**src/rtl/tw_pkg.sv**
```systemverilog
package tw_pkg;
  typedef enum logic [2:0] {
    S_IDLE,
    S_DEV,
    S_AHI,
    S_ALO,
    S_WDAT,
    S_RDAT
  } tw_state_t;

  localparam logic [3:0] SEL_PREFIX = 4'b1010;
endpackage

```
**src/rtl/tw_sync.sv**
```systemverilog
module tw_sync #(
  parameter int LINES  = 2,
  parameter int STAGES = 2
) (
  input  logic             clk,
  input  logic             rst_n,
  input  logic [LINES-1:0] din,
  output logic [LINES-1:0] q,
  output logic [LINES-1:0] q_prev
);
  for (genvar g = 0; g < LINES; g++) begin : g_line
    logic [STAGES-1:0] chain;
    logic              last;
    always_ff @(posedge clk or negedge rst_n) begin
      if (!rst_n) begin
        chain <= '1;
        last  <= 1'b1;
      end else begin
        chain <= {chain[STAGES-2:0], din[g]};
        last  <= chain[STAGES-1];
      end
    end
    assign q[g]      = chain[STAGES-1];
    assign q_prev[g] = last;
  end
endmodule

```
**src/rtl/tw_cond.sv**
```systemverilog
module tw_cond (
  input  logic scl_s,
  input  logic scl_p,
  input  logic sda_s,
  input  logic sda_p,
  output logic start_det,
  output logic stop_det,
  output logic scl_rise,
  output logic scl_fall
);
  always_comb begin
    start_det = scl_s & scl_p & sda_p & ~sda_s;
    stop_det  = scl_s & scl_p & ~sda_p & sda_s;
    scl_rise  = scl_s & ~scl_p;
    scl_fall  = ~scl_s & scl_p;
  end
endmodule

```
**src/rtl/tw_addr_ctr.sv**
```systemverilog
module tw_addr_ctr #(
  parameter int ADDR_W = 13,
  parameter int PAGE_W = 5
) (
  input  logic              clk,
  input  logic              rst_n,
  input  logic              ld_hi,
  input  logic              ld_lo,
  input  logic              inc_seq,
  input  logic              inc_page,
  input  logic [ADDR_W-9:0] hi_in,
  input  logic [7:0]        lo_in,
  output logic [ADDR_W-1:0] addr
);
  logic [ADDR_W-1:0] addr_n;
  logic [PAGE_W-1:0] pg_low;

  always_comb begin
    addr_n = addr;
    pg_low = addr[PAGE_W-1:0] + {{(PAGE_W-1){1'b0}}, 1'b1};
    if (ld_hi)         addr_n = {hi_in, addr[7:0]};
    else if (ld_lo)    addr_n = {addr[ADDR_W-1:8], lo_in};
    else if (inc_page) addr_n = {addr[ADDR_W-1:PAGE_W], pg_low};
    else if (inc_seq)  addr_n = addr + {{(ADDR_W-1){1'b0}}, 1'b1};
  end

  always_ff @(posedge clk or negedge rst_n) begin
    if (!rst_n) addr <= '0;
    else        addr <= addr_n;
  end

  a_r5_page_upper_fixed: assert property (@(posedge clk) disable iff (!rst_n)
    (inc_page && !ld_hi && !ld_lo) |=> addr[ADDR_W-1:PAGE_W] == $past(addr[ADDR_W-1:PAGE_W]));
  a_r7_wrap_to_zero: assert property (@(posedge clk) disable iff (!rst_n)
    (inc_seq && !inc_page && !ld_hi && !ld_lo && (&addr)) |=> addr == '0);
endmodule

```
**src/rtl/eeprom_bus_slave.sv**
```systemverilog
module eeprom_bus_slave #(
  parameter int ADDR_W     = 13,
  parameter int PAGE_BYTES = 32,
  parameter int SYNC_STAGES = 2
) (
  input  logic              clk,
  input  logic              rst_n,
  input  logic              scl_i,
  input  logic              sda_i,
  output logic              sda_oe,
  input  logic [2:0]        strap_i,
  input  logic              busy_i,
  output logic [ADDR_W-1:0] mem_addr,
  input  logic [7:0]        mem_rdata,
  output logic              wr_stb,
  output logic [ADDR_W-1:0] wr_addr,
  output logic [7:0]        wr_data,
  output logic              wr_end
);
  import tw_pkg::*;

  localparam int PAGE_W = $clog2(PAGE_BYTES);

  logic [1:0] lines_q, lines_p;
  logic scl_s, sda_s, scl_p, sda_p;
  logic start_det, stop_det, scl_rise, scl_fall;

  tw_sync #(.LINES(2), .STAGES(SYNC_STAGES)) u_sync (
    .clk(clk), .rst_n(rst_n), .din({scl_i, sda_i}), .q(lines_q), .q_prev(lines_p)
  );
  assign scl_s = lines_q[1];
  assign sda_s = lines_q[0];
  assign scl_p = lines_p[1];
  assign sda_p = lines_p[0];

  tw_cond u_cond (
    .scl_s(scl_s), .scl_p(scl_p), .sda_s(sda_s), .sda_p(sda_p),
    .start_det(start_det), .stop_det(stop_det), .scl_rise(scl_rise), .scl_fall(scl_fall)
  );

  tw_state_t   st, st_n;
  logic [3:0]  cnt, cnt_n;
  logic        ackp, ackp_n;
  logic [7:0]  sh, sh_n;
  logic        oe_n, mack, mack_n, wany, wany_n;
  logic        stb_n, end_n;
  logic [7:0]  wd_n;
  logic [ADDR_W-1:0] wa_n;
  logic        ld_hi, ld_lo, inc_seq, inc_page;
  logic        sel_ok;

  tw_addr_ctr #(.ADDR_W(ADDR_W), .PAGE_W(PAGE_W)) u_ctr (
    .clk(clk), .rst_n(rst_n), .ld_hi(ld_hi), .ld_lo(ld_lo),
    .inc_seq(inc_seq), .inc_page(inc_page),
    .hi_in(sh[ADDR_W-9:0]), .lo_in(sh), .addr(mem_addr)
  );

  assign sel_ok = (sh[7:4] == SEL_PREFIX) && (sh[3:1] == strap_i) && !busy_i;

  always_comb begin
    st_n = st; cnt_n = cnt; ackp_n = ackp; sh_n = sh; oe_n = sda_oe;
    mack_n = mack; wany_n = wany; stb_n = 1'b0; end_n = 1'b0;
    wd_n = wr_data; wa_n = wr_addr;
    ld_hi = 1'b0; ld_lo = 1'b0; inc_seq = 1'b0; inc_page = 1'b0;
    if (start_det) begin
      st_n = S_DEV; cnt_n = '0; ackp_n = 1'b0; oe_n = 1'b0;
      end_n = wany; wany_n = 1'b0;
    end else if (stop_det) begin
      st_n = S_IDLE; ackp_n = 1'b0; oe_n = 1'b0;
      end_n = wany; wany_n = 1'b0;
    end else if (st != S_IDLE) begin
      if (scl_rise) begin
        if (!ackp) begin
          cnt_n = cnt + 4'd1;
          if (st != S_RDAT) sh_n = {sh[6:0], sda_s};
        end else if (st == S_RDAT) begin
          mack_n = ~sda_s;
        end
      end
      if (scl_fall) begin
        if (!ackp && cnt == 4'd8) begin
          ackp_n = 1'b1;
          case (st)
            S_DEV: begin
              if (sel_ok) oe_n = 1'b1;
              else begin st_n = S_IDLE; ackp_n = 1'b0; end
            end
            S_AHI: begin ld_hi = 1'b1; oe_n = 1'b1; end
            S_ALO: begin ld_lo = 1'b1; oe_n = 1'b1; end
            S_WDAT: begin
              stb_n = 1'b1; wd_n = sh; wa_n = mem_addr; inc_page = 1'b1;
              wany_n = 1'b1; oe_n = 1'b1;
            end
            default: oe_n = 1'b0;
          endcase
        end else if (!ackp && st == S_RDAT && cnt != 4'd0) begin
          sh_n = {sh[6:0], 1'b0};
          oe_n = ~sh[6];
        end else if (ackp) begin
          ackp_n = 1'b0; cnt_n = '0; oe_n = 1'b0;
          case (st)
            S_DEV: begin
              if (sh[0]) begin
                st_n = S_RDAT; sh_n = mem_rdata; oe_n = ~mem_rdata[7]; inc_seq = 1'b1;
              end else begin
                st_n = S_AHI;
              end
            end
            S_AHI: st_n = S_ALO;
            S_ALO: st_n = S_WDAT;
            S_RDAT: begin
              if (mack) begin
                sh_n = mem_rdata; oe_n = ~mem_rdata[7]; inc_seq = 1'b1;
              end else begin
                st_n = S_IDLE;
              end
            end
            default: st_n = st;
          endcase
        end
      end
    end
  end

  always_ff @(posedge clk or negedge rst_n) begin
    if (!rst_n) begin
      st <= S_IDLE; cnt <= '0; ackp <= 1'b0; sh <= '0; sda_oe <= 1'b0;
      mack <= 1'b0; wany <= 1'b0; wr_stb <= 1'b0; wr_end <= 1'b0;
      wr_data <= '0; wr_addr <= '0;
    end else begin
      st <= st_n; cnt <= cnt_n; ackp <= ackp_n; sh <= sh_n; sda_oe <= oe_n;
      mack <= mack_n; wany <= wany_n; wr_stb <= stb_n; wr_end <= end_n;
      if (stb_n) begin
        wr_data <= wd_n;
        wr_addr <= wa_n;
      end
    end
  end

  a_r10_drive_scl_low: assert property (@(posedge clk) disable iff (!rst_n)
    (sda_oe && !$past(sda_oe)) |-> !$past(scl_s));
  a_r2_idle_released: assert property (@(posedge clk) disable iff (!rst_n)
    (st == S_IDLE) |-> !sda_oe);
  a_r3_start_resets: assert property (@(posedge clk) disable iff (!rst_n)
    start_det |=> (!sda_oe && st == S_DEV));
  a_r5_stb_scl_low: assert property (@(posedge clk) disable iff (!rst_n)
    wr_stb |-> !scl_s);
  a_r6_end_not_with_stb: assert property (@(posedge clk) disable iff (!rst_n)
    !(wr_stb && wr_end));
endmodule

```
**config.mk**
```make
export PLATFORM = sky130hd
export DESIGN_NAME = eeprom_bus_slave
export DESIGN_NICKNAME = d
export VERILOG_FILES = /design/src/rtl/tw_pkg.sv /design/src/rtl/tw_sync.sv /design/src/rtl/tw_cond.sv /design/src/rtl/tw_addr_ctr.sv /design/src/rtl/eeprom_bus_slave.sv
export SDC_FILE = /design/constraint.sdc
export NUM_CORES = 1
export LEC_CHECK = 0
export ABC_AREA = 1
export BUFFER_PORTS_ARGS = -buffer_cell sky130_fd_sc_hd__buf_4
export CORE_MARGIN = 3
export CORE_UTILIZATION = 40
export DETAILED_ROUTE_END_ITERATION = 12
export GPL_ROUTABILITY_DRIVEN = 0
export MAX_ROUTING_LAYER = met4
export PLACE_DENSITY = 0.59
export SETUP_SLACK_MARGIN = 0.2
export SYNTH_ARGS = -nofsm -noshare
export SYNTH_HDL_FRONTEND = slang
export SYNTH_SLANG_ARGS = --single-unit
```
**constraint.sdc**
```tcl
create_clock -name clk -period 1.5 [get_ports clk]
set_input_delay 0.075 -clock clk [delete_from_list [all_inputs] [get_ports clk]]
set_output_delay 0.075 -clock clk [all_outputs]
set_load 0.03 [all_outputs]
```
==> flow_metrics.tcl <==
set metrics [dict create \
    placed_cell_area_um2 4470 \
    setup_violations 50 \
    leakage_nw 2.86 \
    critPathMaxStageDelay_ns 0.39 \
    pin_count 53 \
    drtPass1Iterations 4 \
    avgSynthCellArea_um2 7.58 \
    layout-drive-gt1-share_pct 50.1 \
    arrival_ns 1.92 \
    max-slew-margin-rel_pct 75.4 \
    crit_path_cell_trace "inv_2 -> ha_4 -> nand2_4 -> nor3_4 -> nand3_4 -> nand2_4 -> buf_4 -> a21oi_2 -> o21ai_1 -> nand2_1" \
    core_um2 8300 \
    die_w_um 99.1 \
    timing.max_cap.violations 0 \
    die_h_um 99.1 \
    tightest_slew_ns 0.370 \
    n_antenna_cell 0 \
    power_per_cell_area_nw_per_um2 1210 \
    synth_cell_type_count 35 \
    rsz0062_at_grt "yes" \
    htree_num_levels 3 \
    start_kind "flip-flop" \
    clock.fmax_ghz 0.590 \
    fin_hold_ws_ns 0.0416 \
    final_nets 635 \
    cts-buffers-inserted 9 \
    design_area_um2 5750 \
    synth.yosys.seq_area_share_pct 44.3 \
    drc_errors 0 \
    antenna_found_initial 0 \
    critPathCaptureType "flip-flop" \
    vias 3712 \
    status "finished with violations" \
    overflow 0 \
    clkSinkCount 61 \
    vias_per_cell 5.11 \
    synthToLayoutAreaGrowth_pct 66.0 \
    synth_warnings 0 \
    grtUsageTotal_pct 22.1 \
    path_clk_slew_ns 0.07 \
    path_buf_inv 2 \
    insertion_delay_ns 0.34 \
    synthCells 457 \
    hpwl_mm 7.04 \
    initial_core_util_pct 41.8 \
    fin_crit_sh_pct 113 \
    grt_max_degree 36 \
    root_buffer "clkbuf_8" \
    finalHoldViolCount 0 \
    avgRoutedWirePerCell_um 15.6 \
    grt_pass1_wl_mm 16.9 \
    clk_path_buf_depth 2 \
    maxSlewViolCount 0 \
    min_path_type "in2reg" \
    drt_iter0_drc 149 \
    irDropWorstVdd_uv 919 \
    die_area_um2 9820 \
    fin_crit_ns 1.69 \
    path_class "reg2reg" \
    synth.cell_area_um2 3470 \
    crit_family "simple AND/OR/NAND/NOR gates" \
    violations "negative setup slack" \
    crit_top_cell "nand2_4" \
    cts_tree "built" \
    layout_setup_ws_ns -0.194 \
    skew_ns 0.0113 \
    port_buffers 52 \
    fillers 628 \
    rows 33 \
    worstPathRequired_ns 1.73 \
    slowest_stage "dfrtp_1" \
    grt_pass1_vias 3413 \
    synth_fp_nets 476 \
    routed_wirelength_mm 11.3 \
    postRouteAntennaNets 0 \
    ys_ff_latch 61 \
    crit_path_max_fanout 5 \
]
[worst min-delay path, stage by stage]
cell     delay [ns]
buf_4          0.11
nand4_1        0.08
a31oi_1        0.08
[layout make-up]
cell class	instances	area (um^2)	area share [%]
multi-input combinational	333	2220	38.7
inverter	57	251	4.37
clock buffer	12	155	2.70
tap	105	131	2.28
sequential	61	1540	26.8
timing repair inverter	1	7.51	0.131
clock inverter	4	47.5	0.827
timing repair buffer	153	1390	24.2
[placed cells by master (no fill, tap or decap), types with 5 or more instances in the layout]
cell type,synthesis,layout
buf_4,0,121
nand2_1,154,111
dfrtp_1,55,49
inv_1,45,36
nand2_2,4,28
nand3_1,30,26
nor2_1,31,23
buf_6,2,19
nand2_4,3,18
o21ai_1,8,18
nor2_4,5,14
o21ai_2,0,13
inv_2,10,11
clkbuf_8,0,11
xor2_1,9,9
nand3_4,2,7
inv_4,2,6
o21ai_0,33,6
nor3_1,7,6
dfrtp_2,0,6
dfstp_2,6,6
nand4_1,5,5
nor2_2,6,5
a21oi_2,0,5
[worst paths after layout]
| path | start | to | slack [ns] | cells after the start |
|---|---|---|---|---|
| worst max-delay path | cnt[0]$_DFFE_PN0P_ | u_ctr.addr[5]$_DFFE_PN0P_ | -0.19 | 10 |
| worst max register to register | cnt[0]$_DFFE_PN0P_ | u_ctr.addr[5]$_DFFE_PN0P_ | -0.19 | 10 |
| worst min register to register | u_sync.g_line[0].chain[0]$_DFF_PN1_ | u_sync.g_line[0].chain[1]$_DFF_PN1_ | 0.36 | 0 |
| max in group asynchronous | rst_n | sh[1]$_DFFE_PN0P_ | 0.79 | 3 |
| worst min-delay path | mem_rdata[0] | sh[0]$_DFFE_PN0P_ | 0.04 | 3 |
| min in group asynchronous | rst_n | wr_addr[0]$_DFFE_PN0P_ | 0.19 | 2 |
[per-layer routing]
layer  routed length [um]  up-vias  global-route usage, %
met5                    0        -                      -
met4                  265        0                   6.62
met3                  556       25                   2.69
met2                 5760      113                   37.0
met1                 4740     1784                   28.2
li1                     -     1790                      -
[where the power goes]
| part | internal (W) | switching (W) | leakage, nW |
|---|---|---|---|
| Combinational | 0.00134 | 0.00197 | 1.97 |
| Clock | 0.000853 | 0.000660 | 0.102 |
| Sequential | 0.00189 | 0.000262 | 0.787 |
[registers in the layout, indices dropped and copies added (netlist names), 2 cells and up]
register / count
cnt: 4
wr_data: 8
u_sync.g_line.last: 2
sh: 8
st: 3
u_sync.g_line.chain: 4
u_ctr.addr: 13
wr_addr: 13
[cell families after synthesis]
| group | after synthesis | share of synthesized area (%) |
|---|---|---|
| AO/OA/AOI/OAI | 60 | 9.21 |
| AND/OR/NAND/NOR | 260 | 35.5 |
| multiplexers | 1 | 0.289 |
| XOR/XNOR | 9 | 2.27 |
| flip-flops | 61 | 44.3 |
| adder cells (fa/ha/maj) | 3 | 1.08 |
| buffers and inverters | 63 | 7.44 |
[metrics by stage]
| step | util [%] | total power, W | instances | setup TNS, ns | setup slack (ns) |
|---|---|---|---|---|---|
| 2_1_floorplan | - | 0.00358 | 457 | -1.76 | -0.0868 |
| 3_3_place_gp | 53.8 | 0.00447 | 668 | -2.88 | -0.156 |
| 3_5_place_dp | 53.8 | 0.00450 | 668 | -4.31 | -0.200 |
| 4_1_cts | 62.8 | 0.00644 | 710 | -3.44 | -0.120 |
| 5_1_grt | 69.3 | 0.00733 | 726 | -11.04 | -0.317 |
| 6_report | 69.3 | 0.00697 | 726 | -6.51 | -0.194 |
[what timing repair did]
| action | in CTS | in global routing |
|---|---|---|
| pin swaps | 22 | 35 |
| setup endpoints to repair | 54 | 55 |
| setup buffers | 18 | 14 |
| hold buffers | 3 | 0 |
| hold endpoints to repair | 33 | 0 |
| cloned | 5 | 2 |
| resized for setup | 91 | 98 |
[Yosys cell counts]
cell type,instances,area (um^2)
a21boi_0,1,7.51
a21oi_1,7,35.0
a31oi_1,3,18.8
buf_2,1,5.00
buf_6,2,22.5
clkbuf_1,3,11.3
dfrtp_1,55,1380
dfstp_2,6,158
ha_1,3,37.5
inv_1,45,169
inv_2,10,37.5
inv_4,2,12.5
mux2i_1,1,10.0
nand2_1,154,578
nand2_2,4,25.0
nand2_4,3,33.8
nand3_1,30,150
nand3_2,4,40.0
nand3_4,2,35.0
nand3b_1,4,30.0
nand4_1,5,31.3
nor2_1,31,116
nor2_2,6,37.5
nor2_4,5,56.3
nor2_8,1,20.0
nor3_1,7,35.0
nor3_2,1,10.0
nor3_4,1,16.3
nor3b_1,1,7.51
o211ai_1,2,15.0
o21ai_0,33,165
o21ai_1,8,40.0
o22ai_1,6,37.5
or2_2,1,6.26
xor2_1,9,78.8
(Power assumes the default switching activity.)
